## src/rtl/sts_pkg.sv

```systemverilog
package sts_pkg;

    typedef enum logic [2:0] {
        ST_IDLE,
        ST_WAIT,
        ST_SETUP,
        ST_XSETUP,
        ST_HOLD,
        ST_XHOLD
    } sts_state_e;

endpackage

```

## src/rtl/sts_edge_cfg.sv

```systemverilog
// Picks the phase length and the setup/hold extensions for the next edge.
module sts_edge_cfg #(
    parameter int DIV_W = 4,
    parameter int CNT_W = DIV_W + 1
) (
    input  logic             dt_mode,
    input  logic             strobe_lvl,
    input  logic [DIV_W-1:0] div_code,
    input  logic             xs_st,
    input  logic             xh_st,
    input  logic             xs_dt,
    input  logic             xh_dt,
    output logic [CNT_W-1:0] phase_len,
    output logic             add_setup,
    add_hold
);
    logic [CNT_W-1:0] d_eff;
    logic             st_edge;

    always_comb begin
        d_eff = (div_code == '0) ? CNT_W'(1) : CNT_W'(div_code);
        // ST mode: every edge is the rising one; DT: rising when strobe is low
        st_edge   = !dt_mode || !strobe_lvl;
        phase_len = dt_mode ? d_eff : (d_eff << 1);
        add_setup = st_edge ? xs_st : xs_dt;
        add_hold  = st_edge ? xh_st : xh_dt;
    end

endmodule

```

## src/rtl/sts_phase_cnt.sv

```systemverilog
// Loadable down counter; a load of L gives L cycles until cnt_zero.
module sts_phase_cnt #(
    parameter int CNT_W = 5
) (
    input  logic             clk,
    input  logic             rst_n,
    input  logic             load,
    input  logic [CNT_W-1:0] load_val,
    input  logic             dec,
    output logic             cnt_zero
);
    logic [CNT_W-1:0] cnt_q;

    always_ff @(posedge clk or negedge rst_n) begin
        if (!rst_n) begin
            cnt_q <= '0;
        end else if (load) begin
            cnt_q <= load_val - CNT_W'(1);
        end else if (dec && cnt_q != '0) begin
            cnt_q <= cnt_q - CNT_W'(1);
        end
    end

    assign cnt_zero = (cnt_q == '0);

endmodule

```

## src/rtl/sts_seq_fsm.sv

```systemverilog
// Sequencer: launch, setup, strobe edge, hold, with optional stretch clocks.
module sts_seq_fsm
    import sts_pkg::*;
#(
    parameter int CNT_W = 5
) (
    input  logic             clk,
    input  logic             rst_n,
    input  logic             en,
    input  logic             dt_mode,
    input  logic             tx_valid,
    input  logic             cnt_zero,
    input  logic [CNT_W-1:0] phase_len,
    input  logic             add_setup,
    input  logic             add_hold,
    output logic             tx_ready,
    output logic             accept,
    output logic             load,
    output logic [CNT_W-1:0] load_val,
    output logic             dec,
    output logic             strobe,
    output logic             oe
);
    sts_state_e       state_q, state_d;
    logic             strobe_q, strobe_d;
    logic             oe_q, oe_d;
    logic             dt_q, dt_d;
    logic             xs_q, xs_d;
    logic             xh_q, xh_d;
    logic [CNT_W-1:0] plen_q, plen_d;
    logic             launch_slot;

    // State register process
    always_ff @(posedge clk or negedge rst_n) begin
        if (!rst_n) begin
            state_q  <= ST_IDLE;
            strobe_q <= 1'b0;
            oe_q     <= 1'b0;
            dt_q     <= 1'b0;
            xs_q     <= 1'b0;
            xh_q     <= 1'b0;
            plen_q   <= CNT_W'(1);
        end else begin
            state_q  <= state_d;
            strobe_q <= strobe_d;
            oe_q     <= oe_d;
            dt_q     <= dt_d;
            xs_q     <= xs_d;
            xh_q     <= xh_d;
            plen_q   <= plen_d;
        end
    end

    // Next state and output process
    always_comb begin
        state_d  = state_q;
        strobe_d = strobe_q;
        oe_d     = oe_q;
        dt_d     = dt_q;
        xs_d     = xs_q;
        xh_d     = xh_q;
        plen_d   = plen_q;
        load     = 1'b0;
        load_val = plen_q;
        dec      = 1'b0;

        launch_slot = (state_q == ST_WAIT) || (state_q == ST_XHOLD)
                   || (state_q == ST_HOLD && cnt_zero && !xh_q);
        tx_ready = en && launch_slot;
        accept   = tx_ready && tx_valid;

        if (!en) begin
            state_d  = ST_IDLE;
            strobe_d = 1'b0;
            oe_d     = 1'b0;
        end else begin
            unique case (state_q)
                ST_IDLE: state_d = ST_WAIT;
                ST_WAIT, ST_XHOLD: ;
                ST_SETUP: begin
                    if (!cnt_zero) begin
                        dec = 1'b1;
                    end else if (xs_q) begin
                        state_d = ST_XSETUP;
                    end else begin
                        strobe_d = !strobe_q;
                        state_d  = ST_HOLD;
                        load     = 1'b1;
                    end
                end
                ST_XSETUP: begin
                    strobe_d = !strobe_q;
                    state_d  = ST_HOLD;
                    load     = 1'b1;
                end
                ST_HOLD: begin
                    if (!cnt_zero) begin
                        dec = 1'b1;
                    end else if (xh_q) begin
                        state_d = ST_XHOLD;
                    end
                end
                default: state_d = ST_IDLE;
            endcase

            if (launch_slot) begin
                if (tx_valid) begin
                    state_d  = ST_SETUP;
                    load     = 1'b1;
                    load_val = phase_len;
                    plen_d   = phase_len;
                    oe_d     = 1'b1;
                    dt_d     = dt_mode;
                    xs_d     = add_setup;
                    xh_d     = add_hold;
                    if (!dt_mode) strobe_d = 1'b0;
                end else if (state_q != ST_WAIT) begin
                    state_d = ST_WAIT;
                    if (!dt_q) strobe_d = 1'b0;
                end
            end
        end
    end

    assign strobe = strobe_q;
    assign oe     = oe_q;

endmodule

```

## src/rtl/sts_strobe_gen.sv

```systemverilog
module sts_strobe_gen #(
    parameter int DIV_W  = 4,
    parameter int DATA_W = 16
) (
    input  logic              clk,
    input  logic              rst_n,
    input  logic              en,
    input  logic              dt_mode,
    input  logic [DIV_W-1:0]  div_code,
    input  logic              xs_st,
    input  logic              xh_st,
    input  logic              xs_dt,
    input  logic              xh_dt,
    input  logic [DATA_W-1:0] tx_data,
    input  logic              tx_valid,
    output logic              tx_ready,
    output logic [DATA_W-1:0] bus_data,
    output logic              bus_oe,
    output logic              strobe
);
    localparam int CNT_W = DIV_W + 1;

    logic [CNT_W-1:0]  phase_len, load_val;
    logic              add_setup, add_hold;
    logic              cnt_zero, load, dec, accept;
    logic [DATA_W-1:0] data_q;

    sts_edge_cfg #(.DIV_W(DIV_W), .CNT_W(CNT_W)) cfg_i (
        .dt_mode   (dt_mode),
        .strobe_lvl(strobe),
        .div_code  (div_code),
        .xs_st     (xs_st),
        .xh_st     (xh_st),
        .xs_dt     (xs_dt),
        .xh_dt     (xh_dt),
        .phase_len (phase_len),
        .add_setup (add_setup),
        .add_hold  (add_hold)
    );

    sts_phase_cnt #(.CNT_W(CNT_W)) cnt_i (
        .clk     (clk),
        .rst_n   (rst_n),
        .load    (load),
        .load_val(load_val),
        .dec     (dec),
        .cnt_zero(cnt_zero)
    );

    sts_seq_fsm #(.CNT_W(CNT_W)) fsm_i (
        .clk      (clk),
        .rst_n    (rst_n),
        .en       (en),
        .dt_mode  (dt_mode),
        .tx_valid (tx_valid),
        .cnt_zero (cnt_zero),
        .phase_len(phase_len),
        .add_setup(add_setup),
        .add_hold (add_hold),
        .tx_ready (tx_ready),
        .accept   (accept),
        .load     (load),
        .load_val (load_val),
        .dec      (dec),
        .strobe   (strobe),
        .oe       (bus_oe)
    );

    always_ff @(posedge clk or negedge rst_n) begin
        if (!rst_n) begin
            data_q <= '0;
        end else if (accept) begin
            data_q <= tx_data;
        end
    end

    assign bus_data = data_q;

endmodule

```

## config.mk

```make
export PLATFORM = sky130hd
export DESIGN_NAME = sts_strobe_gen
export DESIGN_NICKNAME = d
export VERILOG_FILES = /design/src/rtl/sts_pkg.sv /design/src/rtl/sts_edge_cfg.sv /design/src/rtl/sts_phase_cnt.sv /design/src/rtl/sts_seq_fsm.sv /design/src/rtl/sts_strobe_gen.sv
export SDC_FILE = /design/constraint.sdc
export NUM_CORES = 1
export LEC_CHECK = 0
export BUFFER_PORTS_ARGS = -buffer_cell sky130_fd_sc_hd__buf_2
export CAP_MARGIN = 20
export CORE_ASPECT_RATIO = 1.5
export CORE_MARGIN = 5
export CORE_UTILIZATION = 30
export CTS_CLUSTER_SIZE = 8
export DETAILED_ROUTE_END_ITERATION = 8
export GPL_TIMING_DRIVEN = 0
export PLACE_DENSITY_LB_ADDON = 0.2
export SLEW_MARGIN = 10
export SYNTH_ARGS = -nofsm -noshare
export SYNTH_HDL_FRONTEND = slang
export SYNTH_HIERARCHICAL = 1
export SYNTH_SLANG_ARGS = --single-unit
```

## constraint.sdc

```tcl
create_clock -name clk -period 9.6 [get_ports clk]
set_input_delay 0.48 -clock clk [delete_from_list [all_inputs] [get_ports clk]]
set_output_delay 0.48 -clock clk [all_outputs]
set_load 0.01 [all_outputs]
```

==> results.py <==
metrics = {
    "status": {
        "status": "finished, final reports clean",
    },
    "setup_path": {
        "slowest_delay_ps": 540,
        "cpMostUsedCell": "mux2i_1",
        "slowest_stage": "or4bb_1",
        "crit_fanout": 10,
        "cpLargestDelayFamily": "simple AND/OR/NAND/NOR gates",
        "critical_path.cell_chain": "nor3_1 > and2_1 > nand3b_1 > a21oi_2 > nand2_1 > a21boi_0 > clkbuf_1 > mux2i_1 > ha_1 > or4bb_1 > a221oi_2 > xnor2_1 > mux2i_1",
        "critPathRequiredTime_ps": 9740,
        "cp_num_buf_inv": 1,
        "critPathLaunchType": "flop",
        "critPathCaptureType": "flop",
        "arrival_ps": 4370,
        "critPathKind": "flop to flop",
    },
    "synthesis": {
        "synth_most_common_cell": "dfrtp_1",
        "ys_types": 45,
        "synth.ff_latch_count": 34,
        "post_synth.cell_area_avg_um2": 12.9,
        "async_flop_share_pct": 100,
        "synth_edf_count": 0,
        "synth_top_area_share_pct": 48.4,
        "synth.area.top_cells": "dfrtp_1 48%, mux2_2 11%, mux2_4 8.8%",
        "ys_seq_area_share_pct": 49.9,
        "synth-warning-count": 6,
        "yosysTopAreaCell": "dfrtp_1",
        "synth_commonest_cells": "33 x dfrtp_1, 16 x mux2_2, 10 x mux2_4",
        "synth_ff_type": "dfrtp_1",
        "netlist_area_um2": 1710,
        "synth_cells": 132,
        "synthesis.nets": 162,
    },
    "sta": {
        "worst_slew_pin_slew_ps": 752,
        "finalMaxSlewViolations": 0,
        "fin_skew_ps": 3.64,
        "setup_viol": 0,
        "hold_viol_final": 0,
        "tns_ps": 0,
        "max_freq_ghz": 0.236,
        "finalCritPeriodShare_pct": 44.1,
        "rsz0062_at_grt": "false",
        "finalCriticalPeriod_ps": 4230,
        "relSlewSlack_pct": 49.9,
    },
    "global_routing": {
        "gr-max-usage-layer": "met2",
        "grt.overflow.total": 0,
        "grt_pass1_wl_um": 5770,
        "grt_max_degree": 35,
        "grtUsageMet2_pct": 18.6,
        "grt_usage_pct": 10.1,
        "gr-usage-met3_pct": 2.85,
        "antenna_found_initial": 0,
        "grt_pass1_vias": 1249,
        "use_met1_pct": 10.3,
    },
    "floorplanning": {
        "initial_core_util_pct": 31.1,
        "core_um2": 5490,
        "die_h_um": 102,
        "ios": 48,
        "die-area_um2": 7330,
        "chipWidth_um": 71.6,
        "rows": 33,
    },
    "clocking": {
        "cts_setup_buffers": 0,
        "cts_tree": "yes",
        "post_cts_resized": 0,
        "cts-buffers-inserted": 5,
        "clk_pin_slew_ps": 70,
        "ctsRootBufferMaster": "clkbuf_8",
        "clock_path_buffers": 2,
        "clk_latency_ps": 280,
        "postCtsHoldBufs": 0,
        "htreeDepth": 2,
        "cts_num_sinks": 34,
    },
    "placement": {
        "routabilityCongestion": 0.782,
        "portBuffers": 47,
        "dp_hpwl_um": 2690,
    },
    "routing": {
        "drcViolationCount": 0,
        "dr.pass1.iters": 2,
        "drtIter0Drc": 36,
        "via_count": 1192,
        "wl_um": 3520,
        "wl_per_cell_um": 13.7,
        "antenna_left": 0,
        "via_per_inst": 4.64,
    },
    "finish": {
        "drive_above_1_share_pct": 48.7,
        "diodes": 0,
        "fin_nets": 216,
        "syn2layout_area_growth_pct": 24.2,
    },
    "pwr": {
        "p_total_mw": 0.457,
        "power.leakage_nw": 0.978,
        "cellPowerDensity_nw_per_um2": 215,
        "vdd_drop_max_mv": 0.0628,
    },
    "worst_hold_path": {
        "hold_class": "input pin to asynchronous set/reset pin",
    },
    "run": {
        "max_cap_viol_count": 0,
    },
}
==> worst paths after layout <==
| kind | startpoint | endpoint | slack [ps] | cells after the start |
|---|---|---|---|---|
| setup / recovery | cnt_i/cnt_q[1] | cnt_i/cnt_q[4] | 5370 | 13 |
| hold / removal | rst_n | bus_data[11] | 260 | 1 |
| setup reg to reg | cnt_i/cnt_q[1] | cnt_i/cnt_q[4] | 5370 | 13 |
| hold reg to reg | bus_data[6] | bus_data[6] | 500 | 1 |
| max in group asynchronous | rst_n | cnt_i/cnt_q[1] | 8850 | 1 |
| min in group clk | tx_data[7] | bus_data[7] | 430 | 2 |
==> routing by layer <==
metal | share of wire [%] | wire length, µm | vias to the layer above
met1 | 38 | 1350 | 578
li1 | - | - | 577
met3 | 6.8 | 238 | 6
met5 | 0 | 0 | -
met2 | 53 | 1850 | 31
met4 | 2.2 | 78 | 0
==> registers in the layout (all words and copies together) (netlist names) <==
register / cells
fsm_i/xh_q: 1
fsm_i/oe: 1
cnt_i/cnt_q: 5
fsm_i/state_q: 3
fsm_i/plen_q: 5
fsm_i/xs_q: 1
fsm_i/dt_q: 1
fsm_i/strobe: 1
bus_data: 16
==> worst reg2reg max path, stage by stage (launching register included) <==
cell and delay, ps:
dfrtp_1 400, nor3_1 500, and2_1 280, nand3b_1 120, a21oi_2 280, nand2_1 150, a21boi_0 360, clkbuf_1 460
mux2i_1 250, ha_1 250, or4bb_1 540, a221oi_2 270, xnor2_1 150, mux2i_1 90
==> report_power, final <==
group          switching [mW]  total [mW]  internal, mW
logic                  0.0631       0.140        0.0766
clock network          0.0487       0.107        0.0578
registers              0.0246       0.211         0.186
total                   0.136       0.457         0.321
==> through the flow <==
step / setup slack (ps) / utilization, % / hold slack, ps / std cells / instance area (µm²)
after global routing: 4920 / 38.6 / 329 / 257 / 2120
after global placement: 5490 / 37.0 / 486 / 249 / 2030
after CTS: 5370 / 38.6 / 286 / 257 / 2120
final: 5370 / 38.6 / 264 / 257 / 2120
after detailed placement: 5390 / 37.0 / 490 / 249 / 2030
after floorplan: 6020 / - / 184 / 132 / 1710
==> cell usage in the layout, fill, tap and decap left out, types with 2 or more instances in the layout <==
master / count
mux2_2: 16
mux2_4: 10
clkbuf_8: 6
o21ai_0: 2
xor2_1: 2
nor2_1: 3
o31a_1: 2
nor3_1: 3
nand2_1: 5
xnor2_1: 4
a21oi_1: 2
buf_2: 47
mux2_1: 2
o21ai_1: 2
nor2b_1: 2
clkbuf_1: 2
a21boi_0: 3
mux2i_1: 4
inv_1: 6
dfrtp_1: 33
and3_1: 4
==> cell type report <==
cell class / count / area (µm²)
fillers: 525 / 3370
flip-flops and latches: 34 / 852
multi-input cells: 89 / 798
repair buffers: 47 / 235
well taps: 70 / 87.6
clock buffers: 7 / 86.3
plain buffers: 3 / 35.0
inverters: 6 / 22.5
clock inverters: 1 / 5.00
==> cell families after synthesis <==
kind of cell / synth area share, %
muxes: 23.0
xor gates and xnor gates: 3.08
AOI/OAI and AO/OA: 9.01
buffers and inverters: 3.37
adders and majority gates: 0.732
and+or+nand+nor: 10.9
DFF: 49.9
(Power assumes the default switching activity.)
